`src/rtl/tap_delay_pkg.sv`:
```
// Shared types for the tap delay controller.
// Assumes: tap modes are fixed at build time through a parameter.
package tap_delay_pkg;

    typedef enum logic [1:0] {
        TAPMODE_FIXED,
        TAPMODE_STEP,
        TAPMODE_STEP_DIRECT,
        TAPMODE_STEP_STAGED
    } tap_mode_e;

    typedef enum logic [1:0] {
        CMD_HOLD,
        CMD_UP,
        CMD_DOWN,
        CMD_LOAD
    } tap_cmd_e;

    // Reduces the raw strobes to one command; load outranks a step.
    function automatic tap_cmd_e decode_cmd(input logic load_req,
                                            input logic step_en,
                                            input logic step_up);
        if (load_req)     return CMD_LOAD;
        else if (step_en) return step_up ? CMD_UP : CMD_DOWN;
        else              return CMD_HOLD;
    endfunction

    // Reset value of the tap count for a given mode.
    function automatic int unsigned reset_tap(input tap_mode_e mode,
                                              input int unsigned init_tap);
        return (mode == TAPMODE_FIXED || mode == TAPMODE_STEP) ? init_tap : 0;
    endfunction

endpackage

```
`src/rtl/tap_stage_reg.sv`:
```
// Staging register for pre-loading a tap value.
// Captures wr_val when wr_en is high; the caller gates wr_en to zero
// in modes that have no staging register, so the output then stays 0.
module tap_stage_reg #(
    parameter int TAP_W = 5
) (
    input  logic             clk,
    input  logic             rst_n,
    input  logic             wr_en,
    input  logic [TAP_W-1:0] wr_val,
    output logic [TAP_W-1:0] stage_q
);

    // Holds the staged value, cleared by reset.
    always_ff @(posedge clk) begin
        if (!rst_n)     stage_q <= '0;
        else if (wr_en) stage_q <= wr_val;
    end

endmodule

```
`src/rtl/tap_counter.sv`:
```
// Tap count register with mode-dependent load source and wrap-around steps.
// Assumes: direct_val and staged_val are valid in the cycle load_req is high.
module tap_counter
    import tap_delay_pkg::*;
#(
    parameter tap_mode_e   MODE     = TAPMODE_STEP,
    parameter int unsigned INIT_TAP = 0,
    parameter int          TAP_W    = 5
) (
    input  logic             clk,
    input  logic             rst_n,
    input  logic             step_en,
    input  logic             step_up,
    input  logic             load_req,
    input  logic [TAP_W-1:0] direct_val,
    input  logic [TAP_W-1:0] staged_val,
    output logic [TAP_W-1:0] tap_q
);

    localparam logic [TAP_W-1:0] RST_TAP = TAP_W'(reset_tap(MODE, INIT_TAP));

    tap_cmd_e         cmd;
    logic [TAP_W-1:0] stepped;
    logic [TAP_W-1:0] load_src;
    logic [TAP_W-1:0] tap_d;

    // Decodes the command and forms the stepped count (natural wrap).
    always_comb begin
        cmd = decode_cmd(load_req, step_en, step_up);
        unique case (cmd)
            CMD_UP:   stepped = tap_q + 1'b1;
            CMD_DOWN: stepped = tap_q - 1'b1;
            default:  stepped = tap_q;
        endcase
    end

    // Picks the load source that the build-time mode selects.
    always_comb begin
        unique case (MODE)
            TAPMODE_STEP_DIRECT: load_src = direct_val;
            TAPMODE_STEP_STAGED: load_src = staged_val;
            default:             load_src = RST_TAP;
        endcase
    end

    // Next count: fixed mode never moves, other modes load or step.
    always_comb begin
        if (MODE == TAPMODE_FIXED) tap_d = RST_TAP;
        else if (cmd == CMD_LOAD)  tap_d = load_src;
        else                       tap_d = stepped;
    end

    // Tap count register.
    always_ff @(posedge clk) begin
        if (!rst_n) tap_q <= RST_TAP;
        else        tap_q <= tap_d;
    end

endmodule

```
`src/rtl/tap_history_line.sv`:
```
// Shift line that delays a data word by a selectable number of cycles.
// Assumes: a tap of 0 means no delay (combinational pass-through).
module tap_history_line #(
    parameter int TAP_W  = 5,
    parameter int DATA_W = 4
) (
    input  logic              clk,
    input  logic              rst_n,
    input  logic [TAP_W-1:0]  tap_sel,
    input  logic [DATA_W-1:0] din,
    output logic [DATA_W-1:0] dout
);

    localparam int HIST_N = (1 << TAP_W) - 1;

    logic [DATA_W-1:0] hist [HIST_N];

    // Shifts the history one place per clock; newest word at index 0.
    always_ff @(posedge clk) begin
        if (!rst_n) begin
            for (int i = 0; i < HIST_N; i++) hist[i] <= '0;
        end else begin
            hist[0] <= din;
            for (int i = 1; i < HIST_N; i++) hist[i] <= hist[i-1];
        end
    end

    // Selects the word that is tap_sel cycles old.
    always_comb begin
        if (tap_sel == '0) dout = din;
        else               dout = hist[tap_sel - 1'b1];
    end

endmodule

```
`src/rtl/tap_delay_ctrl.sv`:
```
// Top of the tap delay controller: staging register, tap counter and
// a history line that makes the setting observable in cycles.
// Assumes: all inputs synchronous to clk; MODE and INIT_TAP fixed at build.
module tap_delay_ctrl
    import tap_delay_pkg::*;
#(
    parameter tap_mode_e   MODE     = TAPMODE_STEP,
    parameter int unsigned INIT_TAP = 0,
    parameter int          TAP_W    = 5,
    parameter int          DATA_W   = 4
) (
    input  logic              clk,
    input  logic              rst_n,
    input  logic              step_en,
    input  logic              step_up,
    input  logic              load_req,
    input  logic [TAP_W-1:0]  load_val,
    input  logic              stage_wr,
    input  logic [DATA_W-1:0] data_in,
    output logic [TAP_W-1:0]  tap_out,
    output logic [TAP_W-1:0]  stage_out,
    output logic [DATA_W-1:0] data_out
);

    localparam logic STAGE_EN = (MODE == TAPMODE_STEP_STAGED);

    logic stage_wr_g;

    // Staging writes only take effect in staged-load mode.
    assign stage_wr_g = stage_wr & STAGE_EN;

    tap_stage_reg #(
        .TAP_W (TAP_W)
    ) u_stage (
        .clk     (clk),
        .rst_n   (rst_n),
        .wr_en   (stage_wr_g),
        .wr_val  (load_val),
        .stage_q (stage_out)
    );

    tap_counter #(
        .MODE     (MODE),
        .INIT_TAP (INIT_TAP),
        .TAP_W    (TAP_W)
    ) u_count (
        .clk        (clk),
        .rst_n      (rst_n),
        .step_en    (step_en),
        .step_up    (step_up),
        .load_req   (load_req),
        .direct_val (load_val),
        .staged_val (stage_out),
        .tap_q      (tap_out)
    );

    tap_history_line #(
        .TAP_W  (TAP_W),
        .DATA_W (DATA_W)
    ) u_hist (
        .clk     (clk),
        .rst_n   (rst_n),
        .tap_sel (tap_out),
        .din     (data_in),
        .dout    (data_out)
    );

endmodule

```
`config.mk`:
```
export PLATFORM = sky130hd
export DESIGN_NAME = tap_delay_ctrl
export DESIGN_NICKNAME = d
export VERILOG_FILES = /design/src/rtl/tap_delay_pkg.sv /design/src/rtl/tap_stage_reg.sv /design/src/rtl/tap_counter.sv /design/src/rtl/tap_history_line.sv /design/src/rtl/tap_delay_ctrl.sv
export SDC_FILE = /design/constraint.sdc
export NUM_CORES = 1
export LEC_CHECK = 0
export BUFFER_PORTS_ARGS = -buffer_cell sky130_fd_sc_hd__buf_2
export CAP_MARGIN = 10
export CORE_MARGIN = 2
export CORE_UTILIZATION = 35
export CTS_CLUSTER_DIAMETER = 50
export DETAILED_ROUTE_END_ITERATION = 8
export GPL_ROUTABILITY_DRIVEN = 0
export HOLD_SLACK_MARGIN = 0.05
export PLACE_DENSITY = 0.48
export SETUP_SLACK_MARGIN = 0.1
export SLEW_MARGIN = 30
export SYNTH_ARGS = -nofsm -noshare
export SYNTH_HDL_FRONTEND = slang
export SYNTH_SLANG_ARGS = --single-unit
```
`constraint.sdc`:
```
create_clock -name clk -period 9.66 [get_ports clk]
set_input_delay 1.932 -clock clk [delete_from_list [all_inputs] [get_ports clk]]
set_output_delay 1.932 -clock clk [all_outputs]
set_load 0.03 [all_outputs]
```
Word level (Yosys, flattened, before mapping)

Memory sizes are Yosys's and may differ from the RTL's.
Cells that the tools add are included.

Flip-flop bits (word level): 5
Bits in writable memories: 124
Input bits: 15
Output and inout bits: 14
Word-level logic and storage cells: 80
Memories kept: 1

Add/sub/neg operators: 2
Eq/ne operators: 3
Multiplexer cells: 38
Bitwise gates (word level): 32
Reduce and logical (&&, ||, !) cells: 3

Memories:

| name        | depth | width | rd ports | clocked after Yosys merged registers in | write ports | RTL line               | text |
|---|---|---|---|---|---|---|---|
| u_hist.hist | 31    | 4     | 31       | 0                                       | 31          | tap_history_line.sv:16 | `logic [DATA_W-1:0] hist [HIST_N];` |

Operators with widths:

| cell                  | count |
|---|---|
| $mux W4               | 32 |
| $or A1 B1 Y1          | 31 |
| $pmux W5 S2           | 1 |
| $mux W2               | 3 |
| $add A5 B1 Y5 const B | 1 |
| $logic_not A5 Y1      | 1 |
| $sub A5 B1 Y5 const B | 1 |
| $eq A2 B2 Y1 const B  | 2 |
| $eq A2 B1 Y1 const B  | 1 |
| $mux W1               | 2 |
| $reduce_bool A2 Y1    | 1 |
| $reduce_or A2 Y1      | 1 |
| $not A1 Y1            | 1 |

Depth between registers and ports, before layout

Gate-level depths: netlist of the first run.

Word-level depth: 5
Mapped depth: 12
Mapped depth without buffers: 8

Modules after synthesis

A second synthesis of the first run with hierarchy kept.

Cells, all modules: 435
Area, all modules: 5233.8 um^2

By module, submodules not included:

| module           | times used | cells each | area an instance (um^2) | seq. area each (um^2) |
|---|---|---|---|---|
| tap_history_line | 1          | 369        | 4604.4                  | 2482.4 |
| tap_counter      | 1          | 49         | 432.9                   | 100.1 |
| tap_stage_reg    | 1          | 16         | 192.7                   | 100.1 |
| tap_delay_ctrl   | 1          | 1          | 3.8                     | 0.0 |

Worst setup path before layout of the first run

No wires, ideal clock.

Path kind: reg2out
Start: register u_count.tap_q[0]
End: output data_out[0]
Data arrival time: 2952 ps
Data required time: 7728 ps
Setup slack: 4776 ps
Stages on the path, launching flop included: 12
Path buffers: 5
Cells stage by stage: dfxtp_1 buf_6 buf_6 buf_4 inv_1 ha_1 buf_2 clkbuf_1 mux4_2 mux2i_1 a21oi_1 a211o_1

Longest elaborated chain between the ends: 3
Elaborated cells between the ends (all ways): 4
Classes of those cells: 1 x add/sub; 1 x mux; 1 x reduce/logical; 1 x memory

RTL lines:

| item                   | RTL line               | text |
|---|---|---|
| from (decl)            | tap_counter.sv:17      | `output logic [TAP_W-1:0] tap_q` |
| from (signal assigned) | tap_counter.sv:56      | `else tap_q <= tap_d;` |
| $sub A5 B1 Y5          | tap_history_line.sv:31 | `else dout = hist[tap_sel - 1'b1];` |
| $mem_v2 Z31 W4         | -                      |  |
| $mux W4 (*)            | tap_history_line.sv:30 | `if (tap_sel == '0) dout = din;` |
| to (decl)              | tap_delay_ctrl.sv:22   | `output logic [DATA_W-1:0] data_out` |

Every way passes the cells marked *; elsewhere a longest branch is shown, timed or not.

Final worst setup path of the first run

Start: register u_count.tap_q[0]
End: output data_out[1]

The elaborated chain is that of the path after synthesis.

==> impl_metrics.py, run 1 <==
metrics = {
    "run_status": {
        "status": "finished, final reports clean",
    },
    "global_routing": {
        "grt_max_degree": 126,
        "grt_pass1_wl_um": 14700,
        "grtUsageMet2_pct": 18.6,
        "met1_usage_pct": 18.1,
        "grt-busiest-layer": "met2",
        "antenna_found_initial": 0,
        "grt_pass1_vias": 2798,
        "grt_use_total_pct": 13.1,
        "grtUsageMet3_pct": 4.59,
        "gr-total-overflow": 0,
    },
    "critical_path": {
        "crit_chain": "buf_4 -> inv_1 -> ha_1 -> buf_4 -> mux4_2 -> mux2i_1 -> a21oi_1 -> a211o_1 -> buf_2",
        "cp-start-kind": "flop",
        "crit_path_end_kind": "primary output",
        "crit_slowest_cell": "ha_1",
        "path_buf_inv": 4,
        "arrival_ps": 3790,
        "rrSetupSlack_ps": 7110,
        "crit_family": "buffers and inverters",
        "cp_common_cell": "buf_4",
        "worstSetupEndpoint": "data_out[1]",
        "cp.depth": 9,
        "reg2reg_depth": 6,
        "regToRegEndpoint": "u_count.tap_q[1]$_SDFFE_PP0P_",
        "cp.required_ps": 7730,
        "critPathKind": "flop to primary output",
        "path_max_fanout": 38,
        "critPathLaunch": "u_count.tap_q[0]$_SDFFE_PP0P_",
        "timing.rr.start": "u_count.tap_q[0]$_SDFFE_PP0P_",
        "cpPeakStageDelay_ps": 680,
    },
    "layout": {
        "multi_input_area_sq_um": 2100,
        "drive_gt1_share_pct": 19.0,
        "fin_util_pct": 41.0,
        "area_growth_syn_to_layout_pct": 15.9,
        "nFillCells": 1324,
        "diodes": 0,
        "fin_nets": 441,
        "seqCellArea_sq_um": 2580,
    },
    "timing": {
        "setup-violations-final": 0,
        "maxSlewHeadroom_pct": 44.3,
        "rsz0062_at_grt": "false",
        "period_share_pct": 59.2,
        "finClkSkew_ps": 4.29,
        "max_freq_mhz": 175,
        "worst_slew_pin_slew_ps": 834,
        "fin_tns_setup_ps": 0,
        "maxSlewViolCount": 0,
        "period_needed_ps": 5720,
        "finalHoldViolCount": 0,
    },
    "cts": {
        "cts-htree-levels": 4,
        "clock_path_buffers": 2,
        "path_clk_slew_ps": 50,
        "post-cts-setup-buffers": 0,
        "ctsHoldBuffers": 0,
        "root_buffer": "clkbuf_16",
        "numCtsBuffers": 17,
        "cts_tree": "built",
        "numClockSinks": 129,
        "insertion_delay_ps": 410,
        "cts_resized": 0,
    },
    "synthesis": {
        "netlist_top_cells_area": "dfxtp_1, and2_1, mux4_2",
        "ys_seq_area_share_pct": 53.1,
        "synthCells": 409,
        "synth-edff-count": 0,
        "avgSynthCellArea_sq_um": 11.9,
        "ys.flop_type": "dfxtp_1",
        "synth.top_cell.area_share_pct": 53.1,
        "syn_area_sq_um": 4860,
        "yosysWarnings": 0,
        "synth_area_leader_cell": "dfxtp_1",
        "ys_types": 35,
        "async_reset_ff_share_pct": 0,
        "synth-seq-cells": 129,
    },
    "pwr": {
        "peakVddDrop_mv": 0.120,
        "power.leakage_nw": 2.23,
        "power_mw": 1.28,
        "powerDensity_nw_per_um2": 227,
    },
    "floorplan": {
        "pin_count": 29,
        "die_area_sq_um": 14800,
        "start_util_pct": 35.4,
        "fp.dieW_um": 122,
        "core_area_sq_um": 13700,
        "fp-row-count": 43,
        "fp.dieH_um": 122,
    },
    "worst_hold_path": {
        "min_from": "u_hist.hist[18][2]$_SDFF_PN0_",
        "hold_path_depth": 1,
        "holdCritPathClass": "flop to flop",
    },
    "drt": {
        "vias": 2836,
        "drtIter0Drc": 147,
        "viasPerCell": 4.63,
        "drc": 0,
        "wl_per_cell_um": 14.2,
        "firstDrtPassIters": 4,
        "ant_nets": 0,
        "wirelength_um": 8680,
    },
    "run": {
        "cap_violations": 0,
    },
    "placed_design": {
        "dp_hpwl_um": 5090,
        "portBuffers": 17,
    },
}
-- synth_stat cells, types with 2 or more instances --
library cell and instances:
buf_6 3, inv_1 6, mux2i_1 19, xnor2_1 2
nand2b_1 3, a21oi_1 7, ha_1 4, o22ai_1 7
dfxtp_1 129, a211o_1 3, nor2_1 12, buf_4 7
nor2b_1 2, xor2_1 2, nand2_1 4, nand3_1 3
buf_2 3, and2_1 124, nor3b_1 3, a211oi_1 3
clkbuf_1 17, o21ai_0 3, a32o_1 2, mux4_2 28
a21o_1 3
-- cell usage in the layout (no fill, tap or decap), types with 3 or more instances in the layout --
master,n
nor3b_1,3
nand2_1,4
and2_1,124
ha_1,4
o22ai_1,7
clkbuf_8,5
a211o_1,3
mux2i_1,19
dfxtp_1,128
mux4_2,28
o21ai_0,3
nand3_1,3
conb_1,5
a211oi_1,3
buf_2,17
clkbuf_16,17
a21oi_1,7
buf_4,3
a21o_1,3
nand2b_1,3
inv_1,6
nor2_1,12
-- cells by family after synthesis --
group	count (synthesis)	share of synthesized area [%]
muxes	47	16.9
other	1	0.0772
DFF	129	53.1
adders and majority gates	4	1.03
and+or+nand+nor	156	19.6
buffers and inverters	37	3.94
AOI/OAI and AO/OA	29	3.96
xor gates and xnor gates	6	1.39
-- power by group --
group / total (mW) / internal [mW] / leakage, nW / switching [mW]
clock: 0.620 / 0.409 / 0.284 / 0.211
sequential: 0.541 / 0.537 / 1.04 / 0.00404
combinational: 0.117 / 0.0445 / 0.905 / 0.0721
total: 1.28 / 0.990 / 2.23 / 0.287
-- how the worst min path moves through the flow --
stage	end	slack [ps]
global route	u_hist.hist[14][0]$_SDFF_PN0_	460
CTS	u_hist.hist[14][1]$_SDFF_PN0_	450
floorplan	u_hist.hist[10][0]$_SDFF_PN0_	420
detailed placement	u_hist.hist[16][0]$_SDFF_PN0_	440
global placement	u_hist.hist[2][2]$_SDFF_PN0_	430
finish	u_hist.hist[19][2]$_SDFF_PN0_	450
-- per-stage QoR --
| stage | hold WS (ps) | instance area [sq um] | setup WS [ps] | cells |
|---|---|---|---|---|
| floorplan | 424 | 4870 | 4780 | 413 |
| global placement | 427 | 5050 | 4150 | 583 |
| detailed placement | 438 | 5050 | 4160 | 583 |
| CTS | 451 | 5630 | 3740 | 612 |
| global route | 461 | 5630 | 3560 | 612 |
| finish | 446 | 5630 | 3940 | 612 |
-- state kept, by name, summed over array words and instances, names as in the netlist --
signal / flops
u_hist.hist: 124
u_count.tap_q: 5
-- routing by layer --
| layer | vias to the layer above | part of all wire [%] |
|---|---|---|
| met2 | 43 | 42 |
| met5 | - | 0 |
| li1 | 1399 | - |
| met4 | 0 | 1.4 |
| met1 | 1382 | 52 |
| met3 | 12 | 4.0 |
-- cell type report --
| class | count | share of cell area [%] |
|---|---|---|
| timing repair buffer | 21 | 2.11 |
| clock buffer | 24 | 8.91 |
| sequential | 129 | 45.9 |
| inverter | 6 | 0.400 |
| clock inverter | 5 | 1.38 |
| multi-input combinational | 247 | 37.3 |
| tap | 180 | 4.00 |
(Power assumes the default switching activity.)
==> run 2, diff against run 1 <==
ABC_AREA = 1   (was not set)
PLACE_DENSITY = 0.49   (was 0.48)
clock period = 5.06 ns   (was 9.66 ns; I/O delays follow)
==> impl_metrics.py, run 2 <==
metrics = {
    "pwr": {
        "p_sw_share_pct": 26.7,
        "p_int_mw": 1.76,
        "p_seq_share_pct": 42.9,
        "peakVddDrop_mv": 0.204,
        "powerDensity_nw_per_um2": 395,
        "p_comb_share_pct": 13.6,
        "power.leakage_nw": 3.56,
        "power.switching_mw": 0.642,
        "clock_power_share_pct": 43.5,
    },
    "cts": {
        "cts_resized": 0,
        "numClockSinks": 129,
        "cts_tree": "built",
        "insertion_delay_ps": 410,
        "numCtsBuffers": 17,
        "clock_path_buffers": 2,
        "cts-htree-levels": 4,
        "root_buffer": "clkbuf_16",
        "ctsHoldBuffers": 0,
        "path_clk_slew_ps": 50,
        "post-cts-setup-buffers": 0,
    },
    "critical_path": {
        "critPathKind": "flop to primary output",
        "regToRegEndpoint": "u_count.tap_q[2]$_SDFFE_PP0P_",
        "timing.rr.start": "u_count.tap_q[1]$_SDFFE_PP0P_",
        "arrival_ps": 2890,
        "cp.required_ps": 4050,
        "cp-start-kind": "flop",
        "rrSetupSlack_ps": 3040,
        "path_max_fanout": 27,
        "crit_path_end_kind": "primary output",
        "reg2reg_depth": 8,
        "critPathLaunch": "u_count.tap_q[1]$_SDFFE_PP0P_",
    },
    "global_routing": {
        "grt_max_degree": 74,
        "antenna_found_initial": 0,
        "grt_use_total_pct": 15.1,
        "grt_pass1_vias": 4084,
        "gr-total-overflow": 0,
        "grt_pass1_wl_um": 19500,
    },
    "timing": {
        "rsz0062_at_grt": "false",
        "worst_slew_pin_slew_ps": 765,
        "finalHoldViolCount": 0,
        "maxSlewHeadroom_pct": 49.0,
        "finClkSkew_ps": 4.64,
        "maxSlewViolCount": 0,
        "max_freq_mhz": 256,
        "setup-violations-final": 0,
        "fin_tns_setup_ps": 0,
        "period_needed_ps": 3900,
        "hold_ws_ps": 418,
        "period_share_pct": 77.1,
    },
    "synthesis": {
        "yosysMostFrequentCell": "nand2_1",
        "synth-seq-cells": 129,
        "netlist_top_cells_area": "dfxtp_1, nand2_1, inv_1",
        "async_reset_ff_share_pct": 0,
        "synth_area_leader_cell": "dfxtp_1",
        "synthCells": 807,
        "ys.flop_type": "dfxtp_1",
        "ys_types": 25,
        "synthTopCellsByCount": "nand2_1, inv_1, dfxtp_1",
        "yosysWarnings": 0,
        "synth.top_cell.area_share_pct": 47.4,
        "ys_seq_area_share_pct": 47.4,
        "syn_area_sq_um": 5440,
        "synth-edff-count": 0,
        "avgSynthCellArea_sq_um": 6.74,
    },
    "layout": {
        "top_regs": "u_hist.hist (124), u_count.tap_q (5)",
        "multi_input_area_sq_um": 1920,
        "area_growth_syn_to_layout_pct": 11.9,
        "final_cell_mix": "nand2_1, inv_1, dfxtp_1",
        "nFillCells": 1615,
        "seqCellArea_sq_um": 2580,
        "largest_reg_flops": 124,
        "layout_commonest_cell": "nand2_1",
        "fin_nets": 830,
        "diodes": 0,
        "drive_gt1_share_pct": 7.57,
        "top_register": "u_hist.hist",
    },
    "drt": {
        "wirelength_um": 11400,
        "firstDrtPassIters": 5,
        "wl_per_cell_um": 11.4,
        "ant_nets": 0,
        "vias": 4374,
        "viasPerCell": 4.34,
        "drc": 0,
        "drtIter0Drc": 280,
    },
    "floorplan": {
        "start_util_pct": 35.8,
        "fp.dieH_um": 129,
        "fp.dieW_um": 129,
        "core_area_sq_um": 15200,
        "pin_count": 29,
        "fp-row-count": 45,
        "die_area_sq_um": 16600,
    },
    "worst_hold_path": {
        "holdCritPathClass": "flop to flop",
        "holdPathEnd": "u_hist.hist[30][0]$_SDFF_PN0_",
        "hold_path_depth": 2,
        "min_from": "u_hist.hist[29][0]$_SDFF_PN0_",
    },
    "placed_design": {
        "portBuffers": 17,
        "dp_hpwl_um": 6630,
    },
    "run_status": {
        "status": "finished, final reports clean",
    },
    "run": {
        "cap_violations": 0,
    },
}
run 2: how the worst max path moves through the flow:
stage	slack [ps]	end
3_5_place_dp	1530	data_out[1]
6_report	1160	data_out[1]
4_1_cts	1080	data_out[1]
3_3_place_gp	1550	data_out[1]
2_1_floorplan	1850	data_out[0]
5_1_grt	930	data_out[1]
run 2: cell type report:
cell class              count  area share [%]
clock buffers              26            8.04
clock inverters             1          0.0822
inverters                 193            11.9
multi-input cells         448            31.6
flip-flops and latches    129            42.4
well taps                 188            3.86
repair buffers             22            2.06
run 2: layer usage:
layer / GRT usage [%] / vias to the layer above / wire length (um) / share of wire, %
met5: 0 / - / 0 / 0
met4: 5.37 / 0 / 143 / 1.3
met3: 4.45 / 12 / 401 / 3.5
met2: 23.4 / 53 / 5090 / 45
met1: 20.2 / 1981 / 5790 / 51
li1: - / 2328 / - / -
run 2: cells by family after synthesis:
logic type / count (synthesis) / share of synthesized area [%]
adder cells (fa/ha/maj): 4 / 0.920
other: 1 / 0.0689
XOR/XNOR: 2 / 0.322
flip-flops: 129 / 47.4
buffers and inverters: 234 / 17.5
AO/OA/AOI/OAI: 24 / 2.44
AND/OR/NAND/NOR: 413 / 31.3
run 2: power by group through the flow:
stage          logic [mW]  clock network (mW)  registers (mW)
6_report            0.326                1.05            1.03
5_1_grt             0.368                1.12            1.03
4_1_cts             0.335                1.08            1.03
3_5_place_dp        0.333                   0            1.05
3_3_place_gp        0.333                   0            1.05
2_1_floorplan       0.244                   0            1.06
run 2: stage by stage:
stage                     std cells  cell area, sq um  power (mW)  setup WS, ps  util (%)
after floorplan                 811              5460        1.30          1850         -
after global placement          980              5590        1.38          1550      36.8
after detailed placement        980              5590        1.38          1530      36.8
after CTS                      1007              6090        2.44          1080      40.0
after global routing           1007              6090        2.52           925      40.0
final                          1007              6090        2.40          1160      40.0
run 2: critical path: stages, from the launching register on:
cell	delay, ps
dfxtp_1	370
inv_1	100
ha_1	630
inv_2	410
nand3_1	190
nand2_1	90
nand2_2	60
nand3_1	90
nand3_1	150
nand3_1	120
nand2_1	70
buf_2	190
